File: src/rtl/ldpc_enc_pkg.sv
package ldpc_enc_pkg;

    // Output-register occupancy state
    typedef enum logic [0:0] {
        ST_IDLE = 1'b0,
        ST_EMIT = 1'b1
    } enc_state_e;

    localparam int unsigned MSG_W_DEFAULT = 8;

endpackage

File: src/rtl/ldpc_parity_net.sv
module ldpc_parity_net #(
    parameter int unsigned MSG_W     = 8,
    parameter logic [MSG_W*MSG_W-1:0] PAR_MASKS = 64'hA4C8_C4D0_2A94_490B
) (
    input  logic [MSG_W-1:0] msg,
    output logic [MSG_W-1:0] parity
);

    // One XOR tree per parity bit, selected by its mask row
    for (genvar j = 0; j < MSG_W; j++) begin : g_par
        localparam logic [MSG_W-1:0] ROW = PAR_MASKS[j*MSG_W +: MSG_W];
        assign parity[j] = ^(msg & ROW);
    end

endmodule

File: src/rtl/ldpc_enc_fsm.sv
module ldpc_enc_fsm
    import ldpc_enc_pkg::*;
#(
    parameter int unsigned CW_W = 16
) (
    input  logic            clk,
    input  logic            rst,
    input  logic            take,
    input  logic [CW_W-1:0] cw_next,
    output logic [CW_W-1:0] cw_q,
    output logic            valid_q
);

    enc_state_e state_q;
    enc_state_e state_nxt;

    // State register
    always_ff @(posedge clk) begin
        if (rst) begin
            state_q <= ST_IDLE;
        end else begin
            state_q <= state_nxt;
        end
    end

    // Transitions
    always_comb begin
        state_nxt = ST_IDLE;
        unique case (state_q)
            ST_IDLE: state_nxt = take ? ST_EMIT : ST_IDLE;
            ST_EMIT: state_nxt = take ? ST_EMIT : ST_IDLE;
            default: state_nxt = ST_IDLE;
        endcase
    end

    // Codeword register: loads on a strobe, holds otherwise
    always_ff @(posedge clk) begin
        if (rst) begin
            cw_q <= '0;
        end else if (take) begin
            cw_q <= cw_next;
        end
    end

    // Output flag decoded from state
    always_comb begin
        valid_q = 1'b0;
        unique case (state_q)
            ST_IDLE: valid_q = 1'b0;
            ST_EMIT: valid_q = 1'b1;
            default: valid_q = 1'b0;
        endcase
    end

endmodule

File: src/rtl/ldpc_sys_encoder.sv
module ldpc_sys_encoder #(
    parameter int unsigned MSG_W = 8,
    parameter logic [MSG_W*MSG_W-1:0] PAR_MASKS = 64'hA4C8_C4D0_2A94_490B
) (
    input  logic               clk,
    input  logic               rst,
    input  logic               msg_valid,
    input  logic [MSG_W-1:0]   msg_bits,
    output logic               cw_valid,
    output logic [2*MSG_W-1:0] cw_bits
);

    localparam int unsigned CW_W = 2 * MSG_W;

    logic [MSG_W-1:0] parity;
    logic [CW_W-1:0]  cw_comb;

    ldpc_parity_net #(
        .MSG_W     (MSG_W),
        .PAR_MASKS (PAR_MASKS)
    ) u_par (
        .msg    (msg_bits),
        .parity (parity)
    );

    assign cw_comb = {msg_bits, parity};

    ldpc_enc_fsm #(
        .CW_W (CW_W)
    ) u_fsm (
        .clk     (clk),
        .rst     (rst),
        .take    (msg_valid),
        .cw_next (cw_comb),
        .cw_q    (cw_bits),
        .valid_q (cw_valid)
    );

endmodule

File: config.mk
export PLATFORM = sky130hd
export DESIGN_NAME = ldpc_sys_encoder
export DESIGN_NICKNAME = d
export VERILOG_FILES = /design/src/rtl/ldpc_enc_pkg.sv /design/src/rtl/ldpc_parity_net.sv /design/src/rtl/ldpc_enc_fsm.sv /design/src/rtl/ldpc_sys_encoder.sv
export SDC_FILE = /design/constraint.sdc
export NUM_CORES = 1
export LEC_CHECK = 0
export ABC_AREA = 0
export CELL_PAD_IN_SITES_DETAIL_PLACEMENT = 2
export CELL_PAD_IN_SITES_GLOBAL_PLACEMENT = 2
export CORE_UTILIZATION = 26
export DETAILED_ROUTE_END_ITERATION = 12
export PLACE_DENSITY_LB_ADDON = 0.1
export SLEW_MARGIN = 40
export SYNTH_ARGS = -nofsm -noshare
export SYNTH_HDL_FRONTEND = slang
export SYNTH_SLANG_ARGS = --single-unit
File: constraint.sdc
create_clock -name clk -period 2.7 [get_ports clk]
set_clock_uncertainty 0.1 [all_clocks]
set_input_delay 0.675 -clock clk [delete_from_list [all_inputs] [get_ports clk]]
set_output_delay 0.675 -clock clk [all_outputs]
set_load 0.02 [all_outputs]
Yosys cells after proc, flatten, opt, wreduce, memory -nomap -nowiden:

Index checks and enable logic that the tools add are counted.

* output and inout port bits: 17
* logic and storage cells: 13
* bits of input ports: 11
* register bits: 17

* bitwise logic cells: 1
* reduce and logical (&&, ||, !) cells: 8
* multiplexer cells: 2

Operators with widths (number)
* XOR reduction 8 bit: 8
* case mux 1 bit (2 select lines): 1
* 2-to-1 mux 1 bit: 1
* NOT 1 bit: 1

Depth between registers and ports, before layout:

Gate-level depths: netlist (run 1).

* word-level depth: 2
* mapped depth: 5
* mapped depth without buffers: 3

Cells and area by module:

A second synthesis (run 1) with hierarchy kept.

* cells, all modules: 63
* area, all modules: 809.5 µm²

By module, submodules not included
* ldpc_enc_fsm: area each 608.1 µm², instances 1, cells an instance 54, seq. area each 340.3 µm²
* ldpc_parity_net: area each 201.4 µm², instances 1, cells an instance 9, seq. area each 0.0 µm²

Least setup slack after synthesis (run 1):

OpenSTA, ideal clock, no wires.

* path kind: input to register
* start point: input msg_bits[6]
* end point: register u_fsm.cw_q[5]
* cell stages on the path: 3
* setup time: 0.127 ns
* path slack: 1.095 ns
* buffers on the path: 0
* data required time: 2.473 ns
* arrival: 1.378 ns
* cell sequence: xor2_2 and4bb_1 or3_1

* longest elaborated chain between the ends: 1

Ends and longest elaborated chain
* start, declared: line ldpc_sys_encoder.sv:8 `input logic [MSG_W-1:0] msg_bits,`
* XOR reduction 8 bit: line ldpc_parity_net.sv:12 `assign parity[j] = ^(msg & ROW);`
* end signal, assigned: line ldpc_enc_fsm.sv:41 `cw_q <= cw_next;`
* end, declared: line ldpc_enc_fsm.sv:10 `output logic [CW_W-1:0] cw_q,`

Every way passes these cells.
A chain may end at the register's enable or synchronous reset.

Worst setup path in the final report (run 1):

* start point: register u_fsm.cw_q[1]
* end point: output cw_bits[1]

RTL lines
* end, declared: line ldpc_sys_encoder.sv:10 `output logic [2*MSG_W-1:0] cw_bits`

No word-level cell between the ends.

==> impl_summary.log, run 1 <==
[metrics] result of the run: finished clean
[metrics] Hold-fix buffers, CTS: 0
[metrics] Gates resized, CTS repair: 0
[metrics] required time of the worst setup path: 1.92 ns
[metrics] global-route wire length before repair: 3.13 mm
[metrics] largest stage delay on the critical path: 0.62 ns
[metrics] number of hold violations in the final report: 0
[metrics] gate count after technology mapping: 78
[metrics] Antenna Nets Post-Route: 0
[metrics] crit path max fanout: 2
[metrics] sequence of cells on the critical path: clkdlybuf4s50_1
[metrics] biggest area contributors in the synthesized netlist: sky130_fd_sc_hd__dfxtp_1, sky130_fd_sc_hd__mux2i_1, sky130_fd_sc_hd__o221ai_1, sky130_fd_sc_hd__nand2b_1, sky130_fd_sc_hd__nor3b_1
[metrics] Post-CTS Repair Setup Buffers: 0
[metrics] depth of the CTS H-tree: 1
[metrics] type of the most critical hold path: reg -> reg
[metrics] post-detailed-route via-to-cell ratio: 4.79
[metrics] number of global-route vias before repair: 665
[metrics] Vias: 661
[metrics] detailed-placement wirelength estimate: 1.37 mm
[metrics] register clock-pin slew on the reported worst setup and hold paths: 0.10 ns
[metrics] fill cell total of the finished layout: 298
[metrics] Distinct cells, synth: 17
[metrics] Max Root-Sink Buffers: 2
[metrics] pin count of the biggest net entering global routing: 15
[metrics] final antenna diode count: 0
[metrics] CTS tree: built
[metrics] Non-Filler Cell Area, Final: 1090 sq um
[metrics] Yosys top cell area share: 45.3%
[metrics] kind of start point of the critical path: flip-flop
[metrics] Seq/Total Area, Yosys: 45.3%
[metrics] signed area change from the synthesized netlist to the final layout: 44.8%
[metrics] Static Leakage: 0.414 nW
[metrics] drt first pass iters: 4
[metrics] number of nets in the layout: 119
[metrics] cell accounting for the most synthesized area: sky130_fd_sc_hd__dfxtp_1
[metrics] overall fraction of global-route tracks in use: 13.0%
[metrics] Setup Total Neg Slack: 0 ns
[metrics] wirelength, routed: 1.80 mm
[metrics] utilization of the core after routing: 39.8%
[metrics] number of cell rows: 19
[metrics] power density over the cells: 506 nW/um^2
[metrics] f_max: 0.492 GHz
[metrics] number of top-level pins: 28
[metrics] initial core utilization: 27.5%
[metrics] clk root buf: sky130_fd_sc_hd__clkbuf_4
[metrics] die outline area: 3110 sq um
[metrics] Slew headroom: 78.4%
[metrics] number of violations of the max-capacitance limit: 0
[metrics] Mapped Nets: 89
[metrics] share of the clock period used by the worst path after layout: 75.3%
[metrics] total clock buffers created by CTS: 3
[metrics] Die Y-Extent: 55.7 um
[metrics] synthesized area per cell: 9.62 sq um
[metrics] Setup Crit Path Kind: reg -> out
[metrics] leading cell types in the layout, fill and taps excluded: sky130_fd_sc_hd__clkdlybuf4s50_1, sky130_fd_sc_hd__dfxtp_1, sky130_fd_sc_hd__nand2_1, sky130_fd_sc_hd__nand2b_1
[metrics] Worst setup EP type: output port
[metrics] post-synthesis sequential element count: 17
[metrics] remaining design rule violation count: 0
[metrics] arrival time worst endpoint: 1.26 ns
[metrics] area of placed instances: 1060 sq um
[metrics] violation count after the first detailed-route iteration: 5
[metrics] antenna violations before repair: 0
[metrics] count of synthesis-stage warnings from yosys: 0
[metrics] RD Place Congestion: 0.680
[metrics] min Tclk post-route: 2.03 ns
[metrics] Congestion Overflow GR: 0
[metrics] Critical Path Slowest Stage Cell: sky130_fd_sc_hd__clkdlybuf4s50_1
[metrics] Skew-Pair Late Insertion Delay: 0.30 ns
[metrics] area of the placeable core: 2730 sq um
[metrics] transition time of the tightest slew-check pin: 0.323 ns
[metrics] sinks on the clock net: 17
[metrics] Max Transition Viols Final: 0
[metrics] most common library cell in the layout ignoring fill and taps: sky130_fd_sc_hd__clkdlybuf4s50_1
[metrics] maximum resistive drop on vdd: 0.000343 V
[metrics] buffers plus inverters on the worst setup path: 1
[metrics] RSZ-0062 raised after global routing: false
[metrics] cell family with most CP delay: buffers and inverters
[metrics] overall die width: 55.7 um
[metrics] share of post-route cells with drive strength above 1: 7.48%
[metrics] final setup violation count: 0
[metrics] Port Buf Inserts: 27
[metrics] post-detailed-route wirelength per cell: 13.1 um
[metrics] post-synth design cell area: 751 sq um
## path summary, 6_finish.rpt
path,start,end,slack (ns),cells after the start
min,u_fsm.cw_q[11],u_fsm.cw_q[11],0.38,2
max,u_fsm.cw_q[1],cw_bits[1],0.67,1
min reg2reg,u_fsm.cw_q[11],u_fsm.cw_q[11],0.38,2
max reg2reg,u_fsm.cw_q[5],u_fsm.cw_q[5],1.75,2
## stage by stage
stage | hold slack, ns | total power, W | cells | worst slack [ns]
after global routing | 0.404 | 0.000580 | 138 | 0.612
after floorplan | 0.447 | 0.000350 | 78 | 1.09
after global placement | 0.358 | 0.000415 | 134 | 0.523
after detailed placement | 0.370 | 0.000418 | 134 | 0.480
after CTS | 0.384 | 0.000565 | 138 | 0.637
final | 0.380 | 0.000550 | 138 | 0.668
## routing by layer
metal	share of wire, %	up-vias	track usage, %
met5	0	-	0
met3	7.3	4	6.28
met2	46	19	20.7
met4	1.3	0	4.29
li1	-	331	-
met1	45	307	15.4
## report_power, final
part           internal, W  switching (W)  leakage (nW)
combinational    0.0000673      0.0000652         0.259
sequential        0.000269     0.00000797         0.140
clock            0.0000576      0.0000837        0.0150
## cell usage after synthesis
cell type	count
sky130_fd_sc_hd__mux2i_1	6
sky130_fd_sc_hd__clkbuf_1	1
sky130_fd_sc_hd__nor3b_1	5
sky130_fd_sc_hd__and4bb_1	2
sky130_fd_sc_hd__o221ai_1	6
sky130_fd_sc_hd__or3_1	2
sky130_fd_sc_hd__nor3_1	2
sky130_fd_sc_hd__nor2_1	6
sky130_fd_sc_hd__nand2_1	8
sky130_fd_sc_hd__buf_2	5
sky130_fd_sc_hd__nor2b_1	1
sky130_fd_sc_hd__xor2_1	3
sky130_fd_sc_hd__dfxtp_1	17
sky130_fd_sc_hd__xor2_2	1
sky130_fd_sc_hd__nand3b_1	3
sky130_fd_sc_hd__a21oi_1	2
sky130_fd_sc_hd__nand2b_1	8
## state kept, by name, summed over array words and instances, names as in the netlist
signal	count
u_fsm.state_q	1
u_fsm.cw_q	16
## final cells by class
class	count	area, sq um	share of cell area [%]
Sequential cell	17	340	31.3
Multi-Input combinational cell	55	382	35.1
Tap cell	31	38.8	3.57
Clock buffer	4	26.3	2.42
Timing Repair Buffer	31	300	27.6
## logic make-up (layout without fill, tap and decap cells)
kind of cell	Yosys count	count (layout)	synth area share, %
xor gates and xnor gates	4	4	5.67
DFF	17	17	45.3
AOI/OAI and AO/OA	8	8	8.33
muxes	6	6	8.00
and+or+nand+nor	37	37	28.8
buffers and inverters	6	35	3.83
(Power assumes the default switching activity.)
==> inputs of run 2 (changes only) <==
Settings changed: CORE_UTILIZATION 26 to 24.
Clock period 2.7 ns to 1.93 ns, I/O delays scaled along.
==> run 2 against run 1 <==
Against the previous run:
- the flow now finishes with violations (design-rule violations)
- sequential share of layout area is 1.5 points lower
- clock power is 44% higher
- final cell count is 5.1% higher
- first-iteration DRC count grew to 2.8 times the previous value
- hold slack hardly changed
- critical path depth stayed put
- critical endpoint is now cw_bits[14]
==> impl_summary.log, run 2 (same netlist as run 1, synthesis figures left out) <==
[metrics] number of nets in the layout: 126
[metrics] area of the placeable core: 2850 sq um
[metrics] Post-CTS Repair Setup Buffers: 0
[metrics] final setup violation count: 0
[metrics] Worst setup EP type: output port
[metrics] biggest registers after layout: u_fsm.cw_q: 16 flops, u_fsm.state_q: 1 flops
[metrics] pin count of the biggest net entering global routing: 14
[metrics] required time of the worst setup path: 1.35 ns
[metrics] type of the most critical hold path: reg -> reg
[metrics] Max Transition Viols Final: 0
[metrics] post-detailed-route wirelength per cell: 13.2 um
[metrics] CTS tree: built
[metrics] clk root buf: sky130_fd_sc_hd__clkbuf_4
[metrics] register clock-pin slew on the reported worst setup and hold paths: 0.11 ns
[metrics] detailed-placement wirelength estimate: 1.50 mm
[metrics] number of flip-flops under the largest register name: 16
[metrics] number of cell rows: 19
[metrics] most common library cell in the layout ignoring fill and taps: sky130_fd_sc_hd__clkdlybuf4s50_1
[metrics] min Tclk post-route: 1.85 ns
[metrics] post-detailed-route via-to-cell ratio: 4.84
[metrics] transition time of the tightest slew-check pin: 0.352 ns
[metrics] RSZ-0062 raised after global routing: false
[metrics] register with the most flip-flops: u_fsm.cw_q
[metrics] Congestion Overflow GR: 0
[metrics] RD Place Congestion: 0.670
[metrics] Skew-Pair Late Insertion Delay: 0.30 ns
[metrics] drt first pass iters: 7
[metrics] arrival time worst endpoint: 1.26 ns
[metrics] overall fraction of global-route tracks in use: 13.2%
[metrics] Antenna Nets Post-Route: 0
[metrics] number of top-level pins: 28
[metrics] Critical Path Slowest Stage Cell: sky130_fd_sc_hd__clkdlybuf4s50_1
[metrics] Static Leakage: 0.451 nW
[metrics] violations in the final reports: design-rule violations
[metrics] Max Root-Sink Buffers: 2
[metrics] die outline area: 3360 sq um
[metrics] kind of start point of the critical path: flip-flop
[metrics] total clock buffers created by CTS: 3
[metrics] Die Y-Extent: 57.9 um
[metrics] cell family with most CP delay: buffers and inverters
[metrics] maximum resistive drop on vdd: 0.000401 V
[metrics] global-route wire length before repair: 3.35 mm
[metrics] leading cell types in the layout, fill and taps excluded: sky130_fd_sc_hd__clkdlybuf4s50_1, sky130_fd_sc_hd__dfxtp_1, sky130_fd_sc_hd__buf_4
[metrics] utilization of the core after routing: 40.0%
[metrics] Vias: 702
[metrics] signed area change from the synthesized netlist to the final layout: 52.0%
[metrics] violation count after the first detailed-route iteration: 14
[metrics] Slew headroom: 76.4%
[metrics] f_max: 0.542 GHz
[metrics] antenna violations before repair: 0
[metrics] largest stage delay on the critical path: 0.61 ns
[metrics] sequence of cells on the critical path: clkdlybuf4s50_1
[metrics] number of violations of the max-capacitance limit: 0
[metrics] final antenna diode count: 0
[metrics] remaining design rule violation count: 1
[metrics] share of the clock period used by the worst path after layout: 95.6%
[metrics] share of post-route cells with drive strength above 1: 14.0%
[metrics] number of global-route vias before repair: 740
[metrics] depth of the CTS H-tree: 1
[metrics] power density over the cells: 691 nW/um^2
[metrics] result of the run: finished with violations
[metrics] Setup Crit Path Kind: reg -> out
[metrics] buffers plus inverters on the worst setup path: 1
[metrics] initial core utilization: 26.3%
[metrics] number of hold violations in the final report: 0
[metrics] crit path max fanout: 2
[metrics] Setup Total Neg Slack: 0 ns
[metrics] Port Buf Inserts: 27
[metrics] sinks on the clock net: 17
[metrics] overall die width: 57.9 um
[metrics] Hold-fix buffers, CTS: 0
[metrics] Gates resized, CTS repair: 0
[metrics] wirelength, routed: 1.92 mm
run 2: path summary, 6_finish.rpt:
path	from	depth (start not counted)	slack (ns)	end
setup / recovery	u_fsm.cw_q[14]	1	0.08	cw_bits[14]
setup reg to reg	u_fsm.cw_q[5]	2	0.98	u_fsm.cw_q[5]
hold / removal	u_fsm.cw_q[11]	2	0.38	u_fsm.cw_q[11]
hold reg to reg	u_fsm.cw_q[11]	2	0.38	u_fsm.cw_q[11]
run 2: final cells by class:
cell class / instances / area [sq um]
Multi-Input combinational cell: 55 / 382
Fill cell: 336 / 1710
Tap cell: 31 / 38.8
Clock inverter: 1 / 5.00
Timing Repair Buffer: 38 / 353
Clock buffer: 3 / 22.5
Sequential cell: 17 / 340
run 2: worst reg2reg max path: stages, from the launching register on:
cell and delay, ns:
sky130_fd_sc_hd__dfxtp_1 0.32, sky130_fd_sc_hd__nor3b_1 0.12, sky130_fd_sc_hd__or3_1 0.30
run 2: layer usage:
layer / routed length (um) / track usage [%]
met3: 99 / 4.69
met1: 893 / 16.3
met5: 0 / 0
met2: 907 / 21.5
met4: 17 / 4.08
run 2: per-stage QoR:
step	setup WS, ns	cells	cell area (sq um)	hold WS, ns	total power, W
after detailed placement	-0.0358	141	1110	0.370	0.000596
final	0.0846	145	1140	0.380	0.000789
after global placement	-0.00663	141	1110	0.360	0.000593
after CTS	0.0654	145	1140	0.391	0.000805
after floorplan	0.517	78	751	0.447	0.000490
after global routing	0.0226	145	1140	0.424	0.000833
run 2: power by group:
group,switching [W],internal [W]
registers,0.0000117,0.000376
logic,0.0000933,0.000104
clock network,0.000126,0.0000772
==> inputs of run 3 (changes only) <==
Settings changed: SKIP_LAST_GASP from default to 1, SLEW_MARGIN 40 to 20.
==> results of run 3 <==
No change in the layout: final DEF, timing and power equal those of run 2.
